[src/rtl/tlb_rand_pkg.sv]
package tlb_rand_pkg;

   // generator recurrence, arithmetic modulo 2^32
   localparam int unsigned GEN_W        = 32;
   localparam logic [31:0] GEN_MUL      = 32'd1103515245;
   localparam logic [31:0] GEN_ADD      = 32'd12345;
   localparam logic [31:0] GEN_INIT     = 32'd1;
   // number of low state bits dropped before the reduction
   localparam int unsigned GEN_DROP     = 16;

   typedef enum logic [1:0] {
      ST_IDLE = 2'd0,
      ST_LOAD = 2'd1,
      ST_WAIT = 2'd2
   } ctl_state_e;

endpackage

[src/rtl/tlb_rand_lcg.sv]
module tlb_rand_lcg #(
   parameter int unsigned            STATE_W = 32,
   parameter logic [STATE_W-1:0]     MUL     = '0,
   parameter logic [STATE_W-1:0]     ADD     = '0,
   parameter logic [STATE_W-1:0]     INIT    = '0
) (
   input  logic               clk_i,
   input  logic               rst_ni,
   input  logic               step_i,
   output logic [STATE_W-1:0] state_o
);

   logic [STATE_W-1:0] state_q;

   always_ff @(posedge clk_i or negedge rst_ni) begin
      if (!rst_ni) begin
         state_q <= INIT;
      end else if (step_i) begin
         state_q <= state_q * MUL + ADD;
      end
   end

   assign state_o = state_q;

endmodule

[src/rtl/tlb_rand_rem.sv]
module tlb_rand_rem #(
   parameter int unsigned DVD_W      = 16,
   parameter int unsigned DVS_W      = 7,
   parameter bit          SEQUENTIAL = 1'b1
) (
   input  logic             clk_i,
   input  logic             rst_ni,
   input  logic             start_i,
   input  logic [DVD_W-1:0] dividend_i,
   input  logic [DVS_W-1:0] divisor_i,
   output logic             done_o,
   output logic [DVS_W-1:0] rem_o
);

   localparam int unsigned CNT_W = $clog2(DVD_W + 1);

   if (DVS_W >= DVD_W) begin : g_bad_width
      $error("tlb_rand_rem: divisor must be narrower than dividend");
   end

   if (SEQUENTIAL) begin : g_serial
      // restoring remainder, one dividend bit per cycle
      logic [DVS_W-1:0] part_q;
      logic [DVD_W-1:0] shf_q;
      logic [DVS_W-1:0] dvs_q;
      logic [CNT_W-1:0] cnt_q;
      logic             run_q;
      logic             done_q;
      logic [DVS_W:0]   trial_w;
      logic [DVS_W:0]   diff_w;

      assign trial_w = {part_q, shf_q[DVD_W-1]};
      assign diff_w  = trial_w - {1'b0, dvs_q};

      always_ff @(posedge clk_i or negedge rst_ni) begin
         if (!rst_ni) begin
            part_q <= '0;
            shf_q  <= '0;
            dvs_q  <= '0;
            cnt_q  <= '0;
            run_q  <= 1'b0;
            done_q <= 1'b0;
         end else begin
            done_q <= 1'b0;
            if (start_i) begin
               part_q <= '0;
               shf_q  <= dividend_i;
               dvs_q  <= divisor_i;
               cnt_q  <= CNT_W'(DVD_W);
               run_q  <= 1'b1;
            end else if (run_q) begin
               if (trial_w >= {1'b0, dvs_q}) begin
                  part_q <= diff_w[DVS_W-1:0];
               end else begin
                  part_q <= trial_w[DVS_W-1:0];
               end
               shf_q <= {shf_q[DVD_W-2:0], 1'b0};
               cnt_q <= cnt_q - CNT_W'(1);
               if (cnt_q == CNT_W'(1)) begin
                  run_q  <= 1'b0;
                  done_q <= 1'b1;
               end
            end
         end
      end

      assign done_o = done_q;
      assign rem_o  = part_q;
   end else begin : g_single
      // full remainder in one cycle, result registered
      logic [DVD_W-1:0] full_w;
      logic [DVS_W-1:0] rem_q;
      logic             done_q;

      assign full_w = (divisor_i == '0) ? '0 : (dividend_i % DVD_W'(divisor_i));

      always_ff @(posedge clk_i or negedge rst_ni) begin
         if (!rst_ni) begin
            rem_q  <= '0;
            done_q <= 1'b0;
         end else begin
            done_q <= start_i;
            if (start_i) begin
               rem_q <= full_w[DVS_W-1:0];
            end
         end
      end

      assign done_o = done_q;
      assign rem_o  = rem_q;
   end

endmodule

[src/rtl/tlb_rand_index.sv]
module tlb_rand_index
   import tlb_rand_pkg::*;
#(
   parameter int unsigned MAX_ENTRIES = 64,
   parameter bit          SEQ_REM     = 1'b1
) (
   input  logic                                 clk_i,
   input  logic                                 rst_ni,
   input  logic                                 req_i,
   input  logic [$clog2(MAX_ENTRIES+1)-1:0]     entries_i,
   input  logic [$clog2(MAX_ENTRIES+1)-1:0]     wired_i,
   output logic [$clog2(MAX_ENTRIES)-1:0]       index_o,
   output logic                                 valid_o
);

   localparam int unsigned IDX_W = $clog2(MAX_ENTRIES);
   localparam int unsigned CNT_W = $clog2(MAX_ENTRIES + 1);
   localparam int unsigned KEY_W = GEN_W - GEN_DROP;

   if (MAX_ENTRIES < 2) begin : g_bad_size
      $error("tlb_rand_index: MAX_ENTRIES must be at least 2");
   end
   if (CNT_W >= KEY_W) begin : g_bad_key
      $error("tlb_rand_index: MAX_ENTRIES too large for the generator key");
   end

   ctl_state_e           state_q, state_d;
   logic                 busy_w;
   logic                 single_w;
   logic                 lcg_step;
   logic                 rem_start;
   logic                 rem_done;
   logic [CNT_W-1:0]     rem_w;
   logic [GEN_W-1:0]     seed_w;
   logic [CNT_W-1:0]     wir_q;
   logic [CNT_W-1:0]     span_q;
   logic [IDX_W-1:0]     last_q;
   logic                 valid_q;
   logic [IDX_W-1:0]     cand_w;
   logic                 unused_low;

   assign busy_w     = (state_q != ST_IDLE);
   assign single_w   = ({1'b0, wired_i} + (CNT_W+1)'(1)) >= {1'b0, entries_i};
   assign cand_w     = IDX_W'(rem_w + wir_q);
   assign unused_low = ^seed_w[GEN_DROP-1:0];

   tlb_rand_lcg #(
      .STATE_W (GEN_W),
      .MUL     (GEN_MUL),
      .ADD     (GEN_ADD),
      .INIT    (GEN_INIT)
   ) u_gen (
      .clk_i   (clk_i),
      .rst_ni  (rst_ni),
      .step_i  (lcg_step),
      .state_o (seed_w)
   );

   tlb_rand_rem #(
      .DVD_W      (KEY_W),
      .DVS_W      (CNT_W),
      .SEQUENTIAL (SEQ_REM)
   ) u_rem (
      .clk_i      (clk_i),
      .rst_ni     (rst_ni),
      .start_i    (rem_start),
      .dividend_i (seed_w[GEN_W-1:GEN_DROP]),
      .divisor_i  (span_q),
      .done_o     (rem_done),
      .rem_o      (rem_w)
   );

   always_comb begin
      state_d   = state_q;
      lcg_step  = 1'b0;
      rem_start = 1'b0;
      unique case (state_q)
         ST_IDLE: begin
            if (req_i && !single_w) begin
               lcg_step = 1'b1;
               state_d  = ST_LOAD;
            end
         end
         ST_LOAD: begin
            rem_start = 1'b1;
            state_d   = ST_WAIT;
         end
         ST_WAIT: begin
            if (rem_done) begin
               if (cand_w == last_q) begin
                  lcg_step = 1'b1;
                  state_d  = ST_LOAD;
               end else begin
                  state_d  = ST_IDLE;
               end
            end
         end
         default: state_d = ST_IDLE;
      endcase
   end

   always_ff @(posedge clk_i or negedge rst_ni) begin
      if (!rst_ni) begin
         state_q <= ST_IDLE;
         wir_q   <= '0;
         span_q  <= '0;
         last_q  <= '0;
         valid_q <= 1'b0;
      end else begin
         state_q <= state_d;
         valid_q <= 1'b0;
         if (!busy_w && req_i) begin
            wir_q  <= wired_i;
            span_q <= entries_i - wired_i;
            if (single_w) begin
               last_q  <= IDX_W'(entries_i - CNT_W'(1));
               valid_q <= 1'b1;
            end
         end
         if (state_q == ST_WAIT && rem_done && cand_w != last_q) begin
            last_q  <= cand_w;
            valid_q <= 1'b1;
         end
      end
   end

   assign index_o = last_q;
   assign valid_o = valid_q;

endmodule

[config.mk]
export PLATFORM = sky130hd
export DESIGN_NAME = tlb_rand_index
export DESIGN_NICKNAME = d
export VERILOG_FILES = /design/src/rtl/tlb_rand_pkg.sv /design/src/rtl/tlb_rand_lcg.sv /design/src/rtl/tlb_rand_rem.sv /design/src/rtl/tlb_rand_index.sv
export SDC_FILE = /design/constraint.sdc
export NUM_CORES = 1
export LEC_CHECK = 0
export ABC_AREA = 1
export ABC_CLOCK_PERIOD_IN_PS = 10900
export CAP_MARGIN = 10
export CORE_ASPECT_RATIO = 1.75
export CORE_UTILIZATION = 35
export CTS_BUF_LIST = sky130_fd_sc_hd__clkbuf_8
export DETAILED_ROUTE_END_ITERATION = 8
export REMOVE_ABC_BUFFERS = 1
export SYNTH_ARGS = -nofsm -noshare
export SYNTH_HDL_FRONTEND = slang
export SYNTH_HIERARCHICAL = 1
export SYNTH_SLANG_ARGS = --single-unit
[constraint.sdc]
create_clock -name clk_i -period 10.9 [get_ports clk_i]
set_input_delay 2.18 -clock clk_i [delete_from_list [all_inputs] [get_ports clk_i]]
set_output_delay 2.18 -clock clk_i [all_outputs]
set_load 0.01 [all_outputs]
==> impl_metrics.ini <==
[outcome]
status = complete, no violations

[flow_run]
cap_violations = 0

[grt]
grt_pass1_wl_um = 68900
grt_pass1_vias = 12300
gr-max-usage-layer = met2
grt_use_met1 = 0.210
gr-usage-met3 = 0.0158
antenna_found_initial = 1
use_met2 = 0.414
overflow = 0
grt_max_degree = 63
grt_use_total = 0.220

[floorplan]
fp.dieW_um = 158
start_util = 0.356
dieArea_um2 = 43400
core_area_um2 = 41900
dieHeight_um = 275
num_io_pins = 24
rows = 99

[worst_setup_path]
critPathLaunchType = flop
cp_data_required_time_ns = 11.26
crit_fanout = 8
cp.arrival_ns = 7.23
reg2reg_depth = 26
reg2reg_slack_ns = 4.03
r2r_end = u_gen/state_o[21]$_DFFE_PN0P_
slowest_stage = fa_1
max_stage_delay_ns = 0.57
timing.rr.start = u_gen/state_o[6]$_DFFE_PN0P_
critPathKind = reg2reg
critPathMostFrequentCell = inv_1
cp-startpoint = u_gen/state_o[6]$_DFFE_PN0P_
crit_path_end_kind = flop

[clocking]
post-cts-setup-buffers = 0
clk_pin_slew_worst_paths_ns = 0.13
ctsResizeCount = 0
ctsHoldBuffers = 0
clock-sinks = 91
clk_latency_ns = 0.42
cts_inserted_buffers = 9
cts_root_buf = clkbuf_8
cts_max_path_buffers = 2
cts.htree.levels = 3
cts_tree = built

[timing]
hold_viol = 0
min_period_over_period = 0.631
timing.fmax_mhz = 145
setup_violations = 0
clock-skew-final_ns = 0.0274
fin_crit_ns = 6.87
slew_violations = 0
tightest_slew_ns = 1.14
fin_tns_setup_ns = 0
rsz0062_at_grt = no
relSlewSlack = 0.236

[placed_design]
dpl_cell_area_um2 = 15800
dp.cells = 2351
dp_hpwl_um = 39100
numPortBuffers = 23
gp_congestion = 0.987

[final_layout]
fin_nets = 2249
stdcell_area_um2 = 16000
nFillCells = 4387
layout.cells.non_filler = 2368
drive_above_1_share = 0.0475
area_growth_pct = 7.34

[drt]
first_iter_violations = 487
totalWireLength_um = 44600
drt_first_pass_iters = 5
route.antenna.remaining_nets = 0
route.detailed.drc = 0
vias = 11300
viasPerCell = 4.76
routedWlPerCell_um = 18.8

[synthesis]
synth_area_per_cell_um2 = 8.35
seq_area_frac_synth = 0.153
yosysWarnings = 6
synthCells = 1785
synth_cell_types = 55
synth-seq-cells = 91
synth.cell_area_um2 = 14900

[worst_hold_path]
hp-class = reg2reg
whs_path_depth = 2
worstHoldStart = span_q[5]$_DFFE_PN0P_
holdPathEnd = u_rem/g_serial.dvs_q[5]$_DFFE_PN0P_
-- worst max-delay path by stage --
stage,slack [ns],end,cells past startpoint
2_1_floorplan,4.75,u_gen/state_o[25]$_DFFE_PN0P_,28
3_3_place_gp,4.11,u_gen/state_o[23]$_DFFE_PN0P_,24
3_5_place_dp,4.11,u_gen/state_o[25]$_DFFE_PN0P_,28
4_1_cts,4.04,u_gen/state_o[25]$_DFFE_PN0P_,28
5_1_grt,3.63,u_gen/state_o[25]$_DFFE_PN0P_,28
6_report,4.03,u_gen/state_o[21]$_DFFE_PN0P_,26
-- synthesized netlist by cell type (all sizes together) --
master | n | share of area
o22ai | 5 | 0.0021
clkbuf | 9 | 0.0029
xor2 | 27 | 0.016
nor3 | 5 | 0.0017
a21oi | 47 | 0.018
and3 | 1 | 0.00042
o311ai | 1 | 0.00059
nor2 | 63 | 0.018
a21o | 5 | 0.0031
a31oi | 2 | 0.00084
dfrtp | 90 | 0.15
a21boi | 2 | 0.0013
ha | 237 | 0.20
o21ai | 74 | 0.026
nand2 | 317 | 0.085
fa | 188 | 0.25
nand4 | 17 | 0.0071
buf | 6 | 0.0034
nand3 | 75 | 0.029
dfstp | 1 | 0.0018
nand3b | 11 | 0.0055
nand2b | 2 | 0.00084
o21a | 3 | 0.0015
o221ai | 15 | 0.013
a221oi | 1 | 0.00059
xnor2 | 27 | 0.016
inv | 536 | 0.14
o21bai | 6 | 0.0030
or2 | 10 | 0.0044
a211oi | 1 | 0.00050
nor4 | 1 | 0.00042
-- flip-flops by register name (all words and copies together) (netlist names) --
name and flops:
index_o 6, span_q 7, state_q 2, u_gen/state_o 32, u_rem/done_o 1, u_rem/g_serial.cnt_q 5
u_rem/g_serial.dvs_q 7, u_rem/g_serial.run_q 1, u_rem/g_serial.shf_q 16, u_rem/rem_o 7, valid_o 1, wir_q 6
-- metrics by stage --
stage          utilization  worst slack, ns  hold slack [ns]
2_1_floorplan            -             4.75            0.429
3_3_place_gp         0.377             4.11            0.466
3_5_place_dp         0.377             4.11            0.471
4_1_cts              0.382             4.04            0.495
5_1_grt              0.382             3.63            0.529
6_report             0.382             4.03            0.494
-- placed cells by master, fill, tap and decap left out, types with 2 or more instances in the layout --
| cell type | synthesis | layout |
|---|---|---|
| o221ai_1 | 6 | 6 |
| buf_4 | 3 | 4 |
| nand3_1 | 66 | 66 |
| o21ai_2 | 4 | 4 |
| o21a_1 | 3 | 3 |
| a21oi_1 | 42 | 42 |
| nor2_2 | 6 | 7 |
| a21o_1 | 3 | 3 |
| xnor2_1 | 27 | 27 |
| clkdlybuf4s50_1 | 0 | 22 |
| ha_1 | 237 | 237 |
| o21ai_0 | 49 | 49 |
| nor2_1 | 55 | 54 |
| nor3_1 | 5 | 5 |
| xor2_1 | 27 | 27 |
| clkbuf_8 | 1 | 9 |
| inv_2 | 5 | 5 |
| nand2b_1 | 2 | 2 |
| nand3_2 | 8 | 8 |
| dfrtp_1 | 90 | 90 |
| inv_1 | 529 | 530 |
| nand3b_1 | 11 | 11 |
| nand2_2 | 13 | 13 |
| nand2_8 | 2 | 2 |
| bufinv_16 | 0 | 2 |
| a21oi_2 | 4 | 4 |
| a31oi_1 | 2 | 2 |
| fa_1 | 188 | 188 |
| o221ai_2 | 9 | 9 |
| o21bai_1 | 6 | 6 |
| o21ai_1 | 21 | 21 |
| inv_6 | 1 | 2 |
| or2_2 | 2 | 2 |
| o22ai_1 | 5 | 4 |
| nand2_1 | 301 | 301 |
| or2_1 | 7 | 7 |
| nand4_1 | 17 | 17 |
-- critical path: cells and delay by family, from the launching register on --
family	cells	cell delay, ns
buffers and inverters	7	0.47
DFF	1	0.52
AOI/OAI and AO/OA	2	0.32
xor gates and xnor gates	1	0.37
adders and majority gates	9	4.09
and+or+nand+nor	7	1.02
-- final cells by class --
class                           count  area, µm²  area share
Tap cell                          555        694      0.0434
Timing Repair Buffer               26        250      0.0156
Clock inverter                      7        100     0.00626
Clock buffer                        9        124     0.00775
Antenna cell                        1       2.50    0.000156
Inverter                          536       2020       0.126
Multi-Input combinational cell   1143      10500       0.658
Sequential cell                    91       2280       0.142
-- per-layer routing --
| metal | vias up | part of all wire |
|---|---|---|
| li1 | 5450 | - |
| met1 | 5474 | 0.34 |
| met2 | 210 | 0.55 |
| met3 | 133 | 0.016 |
| met4 | 0 | 0.099 |
| met5 | - | 0 |
-- cells by family (layout without fill, tap and decap cells) --
logic type | count (synthesis) | after routing | share of synthesized area
AO/OA/AOI/OAI | 162 | 162 | 0.0695
adder cells (fa/ha/maj) | 425 | 425 | 0.452
AND/OR/NAND/NOR | 502 | 502 | 0.152
flip-flops | 91 | 91 | 0.153
XOR/XNOR | 54 | 54 | 0.0317
buffers and inverters | 551 | 578 | 0.142
other | 0 | 1 | 0
Power is not shown: default switching activity piles up to over one toggle a cycle in this logic, so the estimate is an artifact.
